File: config.mk
export PLATFORM = sky130hd
export DESIGN_NAME = dac_cfg_top
export DESIGN_NICKNAME = d
export VERILOG_FILES = /design/src/rtl/dac_cfg_pkg.sv /design/src/rtl/dac_cfg_ctrl.sv /design/src/rtl/dac_cfg_dp.sv /design/src/rtl/dac_cfg_top.sv
export SDC_FILE = /design/constraint.sdc
export NUM_CORES = 1
export LEC_CHECK = 0
export ABC_AREA = 0
export BUFFER_PORTS_ARGS = -buffer_cell sky130_fd_sc_hd__buf_4
export CAP_MARGIN = 15
export CORE_MARGIN = 2
export CORE_UTILIZATION = 45
export DETAILED_ROUTE_END_ITERATION = 8
export GPL_ROUTABILITY_DRIVEN = 0
export PLACE_DENSITY = 0.71
export SYNTH_ARGS = -nofsm -noshare
export SYNTH_HDL_FRONTEND = slang
export SYNTH_SLANG_ARGS = --single-unit
File: constraint.sdc
create_clock -name clk -period 5.16 [get_ports clk]
set_input_delay 0.516 -clock clk [delete_from_list [all_inputs] [get_ports clk]]
set_output_delay 0.516 -clock clk [all_outputs]
set_load 0.01 [all_outputs]
File: src/rtl/dac_cfg_pkg.sv
package dac_cfg_pkg;

  typedef enum logic [1:0] {
    SRC_ZERO = 2'b00,
    SRC_ONES = 2'b01,
    SRC_MID  = 2'b10,
    SRC_NV   = 2'b11
  } srcSel_e;

  typedef struct packed {
    logic    seqLoad;
    srcSel_e seqSrc;
    logic    busEn;
  } dpStrobe_t;

  localparam int          CFG_W          = 8;
  localparam logic [3:0]  CFG_RESERVED_ID = 4'b1001;
  localparam logic [7:0]  CFG_FACTORY    = 8'h5F;

endpackage

File: src/rtl/dac_cfg_ctrl.sv
module dac_cfg_ctrl
  import dac_cfg_pkg::*;
#(
  parameter int NCH  = 4,
  parameter int IDXW = 2
) (
  input  logic             clk,
  input  logic             rstN,
  input  logic [CFG_W-1:0] nvCfg,
  input  logic             cfgWrStb,
  input  logic             cfgRdStb,
  input  logic [CFG_W-1:0] cfgWrData,
  output logic             cfgAck,
  output logic [CFG_W-1:0] cfgRdData,
  output logic [CFG_W-1:0] cfgQ,
  output logic [IDXW-1:0]  seqIdx,
  output logic             ready,
  output dpStrobe_t        stb
);

  typedef enum logic [1:0] {ST_FETCH, ST_FILL, ST_RUN} state_e;

  localparam logic [IDXW-1:0] LAST_IDX = IDXW'(NCH - 1);

  state_e     state;
  logic       locked;
  logic [3:0] nextId;

  assign locked = cfgQ[0];
  assign nextId = (cfgWrData[7:4] == CFG_RESERVED_ID) ? cfgQ[7:4] : cfgWrData[7:4];

  always_ff @(posedge clk or negedge rstN) begin
    if (!rstN) begin
      state     <= ST_FETCH;
      cfgQ      <= CFG_FACTORY;
      seqIdx    <= '0;
      cfgAck    <= 1'b0;
      cfgRdData <= '0;
    end else begin
      cfgAck <= 1'b0;
      case (state)
        ST_FETCH: begin
          cfgQ   <= nvCfg;
          seqIdx <= '0;
          state  <= ST_FILL;
        end
        ST_FILL: begin
          if (seqIdx == LAST_IDX) state <= ST_RUN;
          else                    seqIdx <= seqIdx + 1'b1;
        end
        default: begin
          if (cfgWrStb && !locked) begin
            cfgAck <= 1'b1;
            cfgQ   <= {nextId, cfgWrData[3:0]};
          end else if (cfgRdStb && !locked) begin
            cfgAck    <= 1'b1;
            cfgRdData <= cfgQ;
          end
        end
      endcase
    end
  end

  always_comb begin
    stb.seqLoad = (state == ST_FILL);
    stb.seqSrc  = srcSel_e'(cfgQ[2:1]);
    stb.busEn   = (state == ST_RUN);
  end

  assign ready = (state == ST_RUN);

endmodule

File: src/rtl/dac_cfg_dp.sv
module dac_cfg_dp
  import dac_cfg_pkg::*;
#(
  parameter int NCH  = 4,
  parameter int CW   = 10,
  parameter int IDXW = 2
) (
  input  logic              clk,
  input  logic              rstN,
  input  dpStrobe_t         stb,
  input  logic [IDXW-1:0]   seqIdx,
  input  logic [CW-1:0]     recallCode,
  input  logic [NCH-1:0]    chWrEn,
  input  logic [CW-1:0]     chWrCode,
  input  logic              muteN,
  input  logic              muteHiSel,
  output logic [NCH*CW-1:0] dacCodes
);

  localparam logic [CW-1:0] CODE_ONES = {CW{1'b1}};
  localparam logic [CW-1:0] CODE_MID  = CW'(1) << (CW - 1);
  localparam logic [CW-1:0] CODE_ZERO = '0;

  logic [CW-1:0] seqCode;
  logic [CW-1:0] muteCode;

  always_comb begin
    case (stb.seqSrc)
      SRC_ZERO: seqCode = CODE_ZERO;
      SRC_ONES: seqCode = CODE_ONES;
      SRC_MID:  seqCode = CODE_MID;
      default:  seqCode = recallCode;
    endcase
  end

  assign muteCode = muteHiSel ? CODE_ONES : CODE_ZERO;

  for (genvar gi = 0; gi < NCH; gi++) begin : gChan
    logic [CW-1:0] volQ;

    always_ff @(posedge clk or negedge rstN) begin
      if (!rstN) begin
        volQ <= CODE_ZERO;
      end else if (stb.seqLoad) begin
        if (seqIdx == IDXW'(gi)) volQ <= seqCode;
      end else if (stb.busEn && chWrEn[gi]) begin
        volQ <= chWrCode;
      end
    end

    assign dacCodes[gi*CW +: CW] = muteN ? volQ : muteCode;
  end

endmodule

File: src/rtl/dac_cfg_top.sv
module dac_cfg_top
  import dac_cfg_pkg::*;
#(
  parameter  int NCH  = 4,
  parameter  int CW   = 10,
  localparam int IDXW = (NCH > 1) ? $clog2(NCH) : 1
) (
  input  logic              clk,
  input  logic              rstN,
  input  logic [7:0]        nvCfg,
  output logic [IDXW-1:0]   recallIdx,
  input  logic [CW-1:0]     recallCode,
  input  logic              cfgWrStb,
  input  logic              cfgRdStb,
  input  logic [7:0]        cfgWrData,
  output logic              cfgAck,
  output logic [7:0]        cfgRdData,
  input  logic [NCH-1:0]    chWrEn,
  input  logic [CW-1:0]     chWrCode,
  input  logic              muteN,
  input  logic              muteHiSel,
  output logic [3:0]        devTypeId,
  output logic              pdHighZ,
  output logic              ready,
  output logic [NCH*CW-1:0] dacCodes
);

  dpStrobe_t       stb;
  logic [7:0]      cfgQ;
  logic [IDXW-1:0] seqIdx;

  dac_cfg_ctrl #(.NCH(NCH), .IDXW(IDXW)) uCtrl (
    .clk(clk), .rstN(rstN), .nvCfg(nvCfg),
    .cfgWrStb(cfgWrStb), .cfgRdStb(cfgRdStb), .cfgWrData(cfgWrData),
    .cfgAck(cfgAck), .cfgRdData(cfgRdData), .cfgQ(cfgQ),
    .seqIdx(seqIdx), .ready(ready), .stb(stb)
  );

  dac_cfg_dp #(.NCH(NCH), .CW(CW), .IDXW(IDXW)) uDp (
    .clk(clk), .rstN(rstN), .stb(stb), .seqIdx(seqIdx),
    .recallCode(recallCode), .chWrEn(chWrEn), .chWrCode(chWrCode),
    .muteN(muteN), .muteHiSel(muteHiSel), .dacCodes(dacCodes)
  );

  assign recallIdx = seqIdx;
  assign devTypeId = cfgQ[7:4];
  assign pdHighZ   = cfgQ[3];

endmodule

## Word-level counts from Yosys, hierarchy flattened

Cells that the tools add are included.

- Add/subtract/negate cells: 1
- Eq/ne operators: 14
- Multiplexer cells: 28
- Bitwise logic cells: 3
- Reduce and logical (&&, ||, !) cells: 26

Operators with widths:

| operator | number |
|---|---|
| $mux 10 | 17 |
| $pmux 10 s3 | 1 |
| $pmux 8 s2 | 1 |
| $reduce_and 2->1 | 7 |
| $reduce_bool 2->1 | 6 |
| $eq 2x2->1 const B | 4 |
| $mux 8 | 1 |
| $ne 2x1->1 const B | 4 |
| $pmux 2 s2 | 2 |
| $eq 2x1->1 const B | 3 |
| $logic_and 1x1->1 | 6 |
| $logic_not 2->1 | 3 |
| $reduce_and 3->1 | 2 |
| $eq 4x4->1 const B | 1 |
| $mux 2 | 2 |
| $mux 4 | 1 |
| $ne 2x2->1 const B | 2 |
| $mux 1 | 3 |
| $not 1->1 | 3 |
| $add 2x1->2 const B | 1 |
| $reduce_or 2->1 | 1 |
| $logic_not 1->1 | 1 |

- Bits in registers: 61
- Bits of input ports: 46
- Output and inout port bits: 57
- Logic and storage cells: 82

## Depth between registers and ports, before layout

Gate-level depths: netlist (run 1).

- Word-level depth: 5
- Gate-level depth with buffers: 7
- Gate-level depth less buffers: 5

## By module

Synthesis (run 1) repeated with hierarchy kept, for this count alone.

- Cell total of the unflattened synthesis: 331
- Area, all modules: 3185.6 µm²

By module, submodules not included:

| module | instances | cells an instance | area an instance (µm²) | seq. area each (µm²) |
|---|---|---|---|---|
| dac_cfg_dp | 1 | 257 | 2203.4 | 1001.0 |
| dac_cfg_ctrl | 1 | 74 | 982.2 | 533.0 |

## Least setup slack after synthesis (run 1)

No wires, ideal clock.

- Kind: flip-flop to flip-flop
- Start point: reg uCtrl.cfgQ[1]
- End point: reg uDp.gChan[3].volQ[0]
- Setup time: 125 ps
- Arrival time: 1742 ps
- Required time: 5035 ps
- Path slack: 3293 ps
- Cell stages (with the launch flop): 6
- Path buffers: 1
- Clock period less this slack: 1867 ps
- Path through: dfstp_2 > ha_1 > buf_2 > mux2_2 > mux2_4 > mux2_4

- Longest elaborated chain between the ends: 4
- Elaborated cells between the ends (all ways): 6
- Those cells by class: eq/ne (2); mux (3); reduce/logical (1)

RTL lines:

| what | line | text |
|---|---|---|
| from (decl) | dac_cfg_ctrl.sv:15 | `output logic [CFG_W-1:0] cfgQ,` |
| from (signal assigned) | dac_cfg_ctrl.sv:43 | `cfgQ <= nvCfg;` |
| from (signal assigned) | dac_cfg_ctrl.sv:54 | `cfgQ <= {nextId, cfgWrData[3:0]};` |
| $eq 2x2->1, or another cell as far along | dac_cfg_dp.sv:28 | `case (stb.seqSrc)` |
| $pmux 10 s3 * | dac_cfg_dp.sv:28 |  |
| $mux 10 * | dac_cfg_dp.sv:45 | `if (seqIdx == IDXW'(gi)) volQ <= seqCode;` |
| $mux 10 * | dac_cfg_dp.sv:44 | `end else if (stb.seqLoad) begin` |
| to (signal assigned) | dac_cfg_dp.sv:45 |  |
| to (signal assigned) | dac_cfg_dp.sv:47 | `volQ <= chWrCode;` |
| to (decl) | dac_cfg_dp.sv:39 | `logic [CW-1:0] volQ;` |

Every way passes the cells marked *; elsewhere a longest branch is shown, timed or not. The select of a mux whose other input is x is not followed.
A chain may end at the register's enable or synchronous reset.

## Worst setup path in the final report (run 1)

- Start point: reg uCtrl.state[1]
- End point: reg uDp.gChan[1].volQ[7]

- Longest elaborated chain between the ends: 4
- Elaborated cells between the ends (all ways): 7
- Those cells by class: eq/ne (3); mux (1); reduce/logical (3)

RTL lines:

| what | line | text |
|---|---|---|
| from (decl) | dac_cfg_ctrl.sv:25 | `state_e state;` |
| from (signal assigned) | dac_cfg_ctrl.sv:34 | `state <= ST_FETCH;` |
| from (signal assigned) | dac_cfg_ctrl.sv:45 | `state <= ST_FILL;` |
| from (signal assigned) | dac_cfg_ctrl.sv:48 | `if (seqIdx == LAST_IDX) state <= ST_RUN;` |
| $eq 2x2->1 | dac_cfg_ctrl.sv:67 | `stb.busEn = (state == ST_RUN);` |
| $logic_and 1x1->1 | dac_cfg_dp.sv:46 | `end else if (stb.busEn && chWrEn[gi]) begin` |
| $reduce_bool 2->1 (no source line) | n/a |  |
| $reduce_and 2->1 (no source line) | n/a |  |
| to (signal assigned) | dac_cfg_dp.sv:45 |  |
| to (signal assigned) | dac_cfg_dp.sv:47 |  |
| to (decl) | dac_cfg_dp.sv:39 |  |

Parallel ways exist; a longest one is shown, timed or not.

==> flow_metrics.py, run 1 <==
metrics = {
    "worst_setup_path": {
        "cp_max_fo": 14,
        "cp-startpoint": "uCtrl.state[1]",
        "cp.arrival_ns": 2.73,
        "crit_path_end_kind": "flop",
        "reg2reg_to": "uDp.gChan[1].volQ[7]",
        "r2r_cells": 3,
        "r2r_slack_ns": 2.65,
        "startpoint_type": "flop",
        "r2r-start": "uCtrl.state[1]",
        "critical_path_class": "reg -> reg",
        "endpoint": "uDp.gChan[1].volQ[7]",
        "worstPathRequired_ns": 5.39,
    },
    "floorplanning": {
        "fp-row-count": 31,
        "core_area_mm2": 0.007292,
        "pin_count": 103,
        "die_x_um": 91.21,
        "die-area_mm2": 0.008318,
        "floorplan.initialDensity": 0.4693,
        "die_y_um": 91.21,
    },
    "synth": {
        "yosysMostFrequentCell": "nand2_1",
        "synth_top_area_cell": "dfrtp_1",
        "synth.distinct_cells": 34,
        "ys_seq_elements": 61,
        "seq_area_frac_synth": 0.4483,
        "synth_nets": 353,
        "yosys-top-cells-area": "dfrtp_1, mux2_4, mux2_2, nand2_1, dfstp_2",
        "synthArstFlopShare": 1.000,
        "netlist.area_leader.share": 0.4022,
        "synth.top_cells.by_count": "nand2_1, dfrtp_1, mux2_4",
        "synth_edf_count": 0,
        "syn_avg_cell_area_um2": 11.37,
        "yosys_most_used_dff": "dfrtp_1",
        "syn_inst": 301,
        "netlist_area_mm2": 0.003422,
        "yosys_warnings": 0,
    },
    "grt": {
        "grt_pass1_wl_mm": 12.79,
        "grt_max_degree": 62,
        "grt_usage": 0.1939,
        "grt-ovfl-total": 0,
        "grt_pass1_vias": 2484,
        "grt_antenna_before_repair": 0,
    },
    "final_layout": {
        "instances_no_fill": 494,
        "diodes": 0,
        "post_route_cells_drive_above_1_share": 0.4911,
        "post-route-util": 0.5987,
        "layout.nets": 442,
        "syn_to_final_growth_pct": 27.57,
    },
    "detailed_routing": {
        "wl_met1_mm": 3.644,
        "dr.pass1.iters": 5,
        "dr_wl_met3_um": 582,
        "wirelength_mm": 7.727,
        "wl_met2_mm": 3.419,
        "vias_per_cell": 5.010,
        "drc": 0,
        "wl_per_cell_um": 15.64,
        "drt_iter0_markers": 71,
        "detail-route-antenna-nets": 0,
        "vias": 2475,
        "routed.top_layer": "met4",
    },
    "timing": {
        "slew_violations": 0,
        "fmax_ghz": 0.3990,
        "rsz0062_at_grt": "false",
        "slew_headroom": 0.4354,
        "min_period_ns": 2.506,
        "setup_viol": 0,
        "finalHoldViolCount": 0,
        "tightest_slew_ns": 0.8451,
        "min_period_over_period": 0.4857,
        "tns_ns": 0,
        "skew_ns": 0.01194,
    },
    "pwr": {
        "p_leak_nw": 2.253,
        "powerDensity_mw_per_mm2": 301.0,
        "vdd_ir_drop_max_v": 0.0001664,
    },
    "clock_tree": {
        "clock_latency_ns": 0.35,
        "clk_pin_slew_ns": 0.07,
        "cts_root_buf": "clkbuf_8",
        "h-tree-depth": 3,
        "ctsHoldBuffers": 0,
        "clk_path_buf_depth": 2,
        "cts.repair.resized": 0,
        "cts_buffers": 9,
        "cts_setup_buffers": 0,
        "cts_tree": "yes",
        "cts_sinks": 61,
    },
    "place": {
        "dp_cells": 478,
        "hpwl_mm": 5.558,
        "io_buffers": 102,
    },
    "flow_run": {
        "max-cap-violations": 0,
    },
    "status": {
        "status": "finished, final reports clean",
    },
    "min_path": {
        "min_path_type": "in -> async",
    },
}
[placed cells by master, fill, tap and decap left out, drive strengths merged, types with 6 or more instances in the layout]
cell type and n:
buf 104, dfstp 6, a22o 7, inv 7
mux2 70, ha 6, nand2 81, clkbuf 13
dfrtp 55
[sequential cells by signal, indices dropped and copies added, names as in the netlist]
name / flops
uCtrl.cfgQ: 8
uDp.gChan.volQ: 40
uCtrl.cfgRdData: 8
uCtrl.seqIdx: 2
uCtrl.cfgAck: 1
uCtrl.state: 2
[logic make-up after synthesis]
family	after synthesis	synth area share
AO/OA/AOI/OAI	29	0.06581
flip-flops	61	0.4483
multiplexers	73	0.2830
AND/OR/NAND/NOR	99	0.1229
buffers and inverters	33	0.05814
adder cells (fa/ha/maj)	6	0.02194
[critical path, stage by stage (launching register included)]
cell	delay (ns)
dfrtp_1	0.58
nor2b_1	0.74
a22o_1	0.69
mux2_1	0.39
[routing by layer]
layer,vias up,GRT usage
met4,0,0.06944
met5,-,0
li1,1200,-
met3,6,0.05892
met1,1171,0.2695
met2,98,0.2870
[per-stage QoR]
stage | cell area (um2) | power [mW] | hold WS [ns] | worst slack, ns
2_1_floorplan | 3422 | 0.7442 | 0.2204 | 3.293
5_1_grt | 4365 | 1.375 | 0.3154 | 2.416
3_3_place_gp | 4154 | 0.8666 | 0.4811 | 2.772
4_1_cts | 4365 | 1.325 | 0.2678 | 2.651
6_report | 4365 | 1.314 | 0.2425 | 2.654
3_5_place_dp | 4154 | 0.8745 | 0.4975 | 2.660
[how the worst min path moves through the flow]
stage                     slack [ns]                 start              endpoint  cells after the start
after global placement          0.48  uDp.gChan[2].volQ[7]  uDp.gChan[2].volQ[7]                      1
after global routing            0.32                  rstN  uDp.gChan[1].volQ[7]                      1
final                           0.24                  rstN  uDp.gChan[0].volQ[5]                      1
after floorplan                 0.22                  rstN          uCtrl.cfgAck                      0
after CTS                       0.27                  rstN  uDp.gChan[2].volQ[9]                      1
after detailed placement        0.50  uDp.gChan[2].volQ[7]  uDp.gChan[2].volQ[7]                      1
[cell type report]
type,instances,area [um2]
inverters,7,26.28
well taps,99,123.9
multi-input cells,207,1689
fillers,633,2927
flip-flops and latches,61,1534
repair buffers,104,780.7
clock inverters,3,42.54
clock buffers,13,168.9
[where the power goes]
group | switching [mW] | internal, mW
combinational | 0.124 | 0.170
clock | 0.189 | 0.262
sequential | 0.0337 | 0.535
No activity file was read; power rests on OpenSTA's default activity.
==> inputs of run 2 (changes only) <==
- PLACE_DENSITY: 0.71 -> 0.74
- clock period: 5.16 -> 2.1 ns (I/O delays scaled with it)
==> run 2 against run 1 <==
Compared with the run above:
- final cell count is 2.8% higher
- first-iteration DRC count rose by 82%
- clock skew down 0.0025 ns
- final area is 1.9% higher
- critical path type unchanged
- critical endpoint is now uDp.gChan[1].volQ[0]
- highest routed layer unchanged
==> flow_metrics.py, run 2 (synthesis gave the netlist of run 1 again) <==
metrics = {
    "worst_setup_path": {
        "cp_max_fo": 8,
        "crit_top_cell": "mux2_4",
        "worstPathRequired_ns": 2.33,
        "startpoint_type": "flop",
        "critical_path_class": "reg -> reg",
        "cp.arrival_ns": 2.22,
        "path_cells": "ha_1, buf_4, mux2_2, mux2_4, mux2_4",
        "critical_path.max_stage_delay_ns": 0.56,
        "cpMaxStageDelayCell": "dfstp_2",
        "cp_top_family": "multiplexers",
        "crit_path_end_kind": "flop",
        "critPathBufInv": 1,
    },
    "place": {
        "hpwl_mm": 5.697,
        "io_buffers": 102,
        "place_ws_ns": 0.1239,
    },
    "final_layout": {
        "reg_top3": "uDp.gChan.volQ: 40 flops, uCtrl.cfgQ: 8 flops, uCtrl.cfgRdData: 8 flops",
        "largest_reg_flops": 40,
        "post_route_cells_drive_above_1_share": 0.5086,
        "final_cell_mix": "buf_4, nand2_1, dfrtp_1",
        "layout.nets": 456,
        "diodes": 0,
        "regMostFlops": "uDp.gChan.volQ",
        "syn_to_final_growth_pct": 29.98,
        "final_common_cell": "buf_4",
    },
    "pwr": {
        "switching_share": 0.2800,
        "seqPwrFrac": 0.451,
        "p_leak_nw": 2.297,
        "vdd_ir_drop_max_v": 0.0003443,
        "intPower_mw": 2.232,
        "powerDensity_mw_per_mm2": 696.9,
        "p_clk_frac": 0.312,
        "switching_power_mw": 0.8680,
        "comb_power_share": 0.237,
    },
    "flow_run": {
        "max-cap-violations": 0,
    },
    "timing": {
        "whs_ns": 0.1532,
        "min_period_ns": 1.990,
        "min_period_over_period": 0.9477,
        "setup_viol": 0,
        "tns_ns": 0,
        "slew_violations": 0,
        "finalHoldViolCount": 0,
        "slew_headroom": 0.4982,
        "skew_ns": 0.009392,
        "tightest_slew_ns": 0.7527,
        "fmax_ghz": 0.5025,
        "timing.final.ws_setup_ns": 0.1099,
        "rsz0062_at_grt": "false",
    },
    "clock_tree": {
        "clk_pin_slew_ns": 0.08,
        "clk_path_buf_depth": 2,
        "cts_buffers": 9,
        "h-tree-depth": 3,
        "cts_tree": "yes",
        "cts_root_buf": "clkbuf_8",
        "cts_setup_buffers": 0,
        "cts_sinks": 61,
        "clock_latency_ns": 0.34,
    },
    "detailed_routing": {
        "wirelength_mm": 7.850,
        "drt_iter0_markers": 129,
        "dr.pass1.iters": 4,
        "vias": 2543,
        "detail-route-antenna-nets": 0,
        "wl_per_cell_um": 15.45,
        "drc": 0,
        "vias_per_cell": 5.006,
    },
    "grt": {
        "grt_usage": 0.1922,
        "grt_antenna_before_repair": 0,
        "grt_pass1_wl_mm": 12.72,
        "grt_pass1_vias": 2489,
        "grt-ovfl-total": 0,
        "grt_max_degree": 62,
    },
    "floorplanning": {
        "die-area_mm2": 0.008318,
        "die_y_um": 91.21,
        "die_x_um": 91.21,
        "core_area_mm2": 0.007292,
        "floorplan.initialDensity": 0.4693,
        "fp-row-count": 31,
        "pin_count": 103,
    },
    "status": {
        "status": "finished, final reports clean",
    },
    "min_path": {
        "min_path_type": "in -> reg",
    },
}
run 2: cell count changes in the layout (fill, tap and decap cells not counted), sizes merged:
| cell | before | now |
|---|---|---|
| clkinvlp | 1 | 4 |
| buf | 104 | 117 |
| dlygate4sd3 | 0 | 1 |
| bufinv | 1 | 0 |
| clkbuf | 13 | 11 |
run 2: path summary, 6_finish.rpt:
check,to,cells past startpoint,from,slack [ns]
worst min-delay path,uCtrl.cfgAck,3,cfgRdStb,0.15
worst max register to register,uDp.gChan[1].volQ[0],5,uCtrl.cfgQ[1],0.11
min in group asynchronous,uDp.gChan[0].volQ[8],2,rstN,0.50
worst min register to register,uDp.gChan[0].volQ[7],1,uDp.gChan[0].volQ[7],0.49
worst max-delay path,uDp.gChan[1].volQ[0],5,uCtrl.cfgQ[1],0.11
max in group asynchronous,uCtrl.cfgRdData[7],2,rstN,1.09
run 2: per-stage QoR:
step	utilization	cells	power, mW	instance area, um2
final	0.6100	508	3.100	4448
after global routing	0.6100	508	3.259	4448
after CTS	0.6100	508	3.127	4448
after floorplan	-	301	1.829	3422
after detailed placement	0.5830	491	2.160	4252
after global placement	0.5830	491	2.136	4252
run 2: tightest hold or removal path: stages:
cell	delay, ns
buf_4	0.11
nor2_1	0.08
nor3b_1	0.05
run 2: final cells by class:
class                   count  area, um2
fillers                   637       2844
multi-input cells         207       1689
flip-flops and latches     61       1534
repair buffers            118      888.4
clock buffers              11      151.4
well taps                  99      123.9
clock inverters             5      35.03
inverters                   7      26.28
run 2: power by group through the flow:
stage / combinational [mW] / clock, mW / sequential [mW]
after global routing: 0.801 / 1.04 / 1.41
after global placement: 0.726 / 0 / 1.41
after floorplan: 0.428 / 0 / 1.40
final: 0.736 / 0.966 / 1.40
after CTS: 0.747 / 0.983 / 1.40
after detailed placement: 0.742 / 0 / 1.42
run 2: timing repair:
item / CTS / global route
setup endpoints to repair: 0 / 0
endpoints found under the hold margin: 55 / 0
hold buffers: 1 / 0
resized for setup: 0 / 0
run 2: metal layers:
metal | wire (um) | vias to the layer above | track usage
met2 | 3586 | 113 | 0.3025
met3 | 644 | 9 | 0.06058
met1 | 3558 | 1194 | 0.2599
met4 | 61 | 0 | 0.04545
met5 | 0 | - | 0
li1 | - | 1227 | -
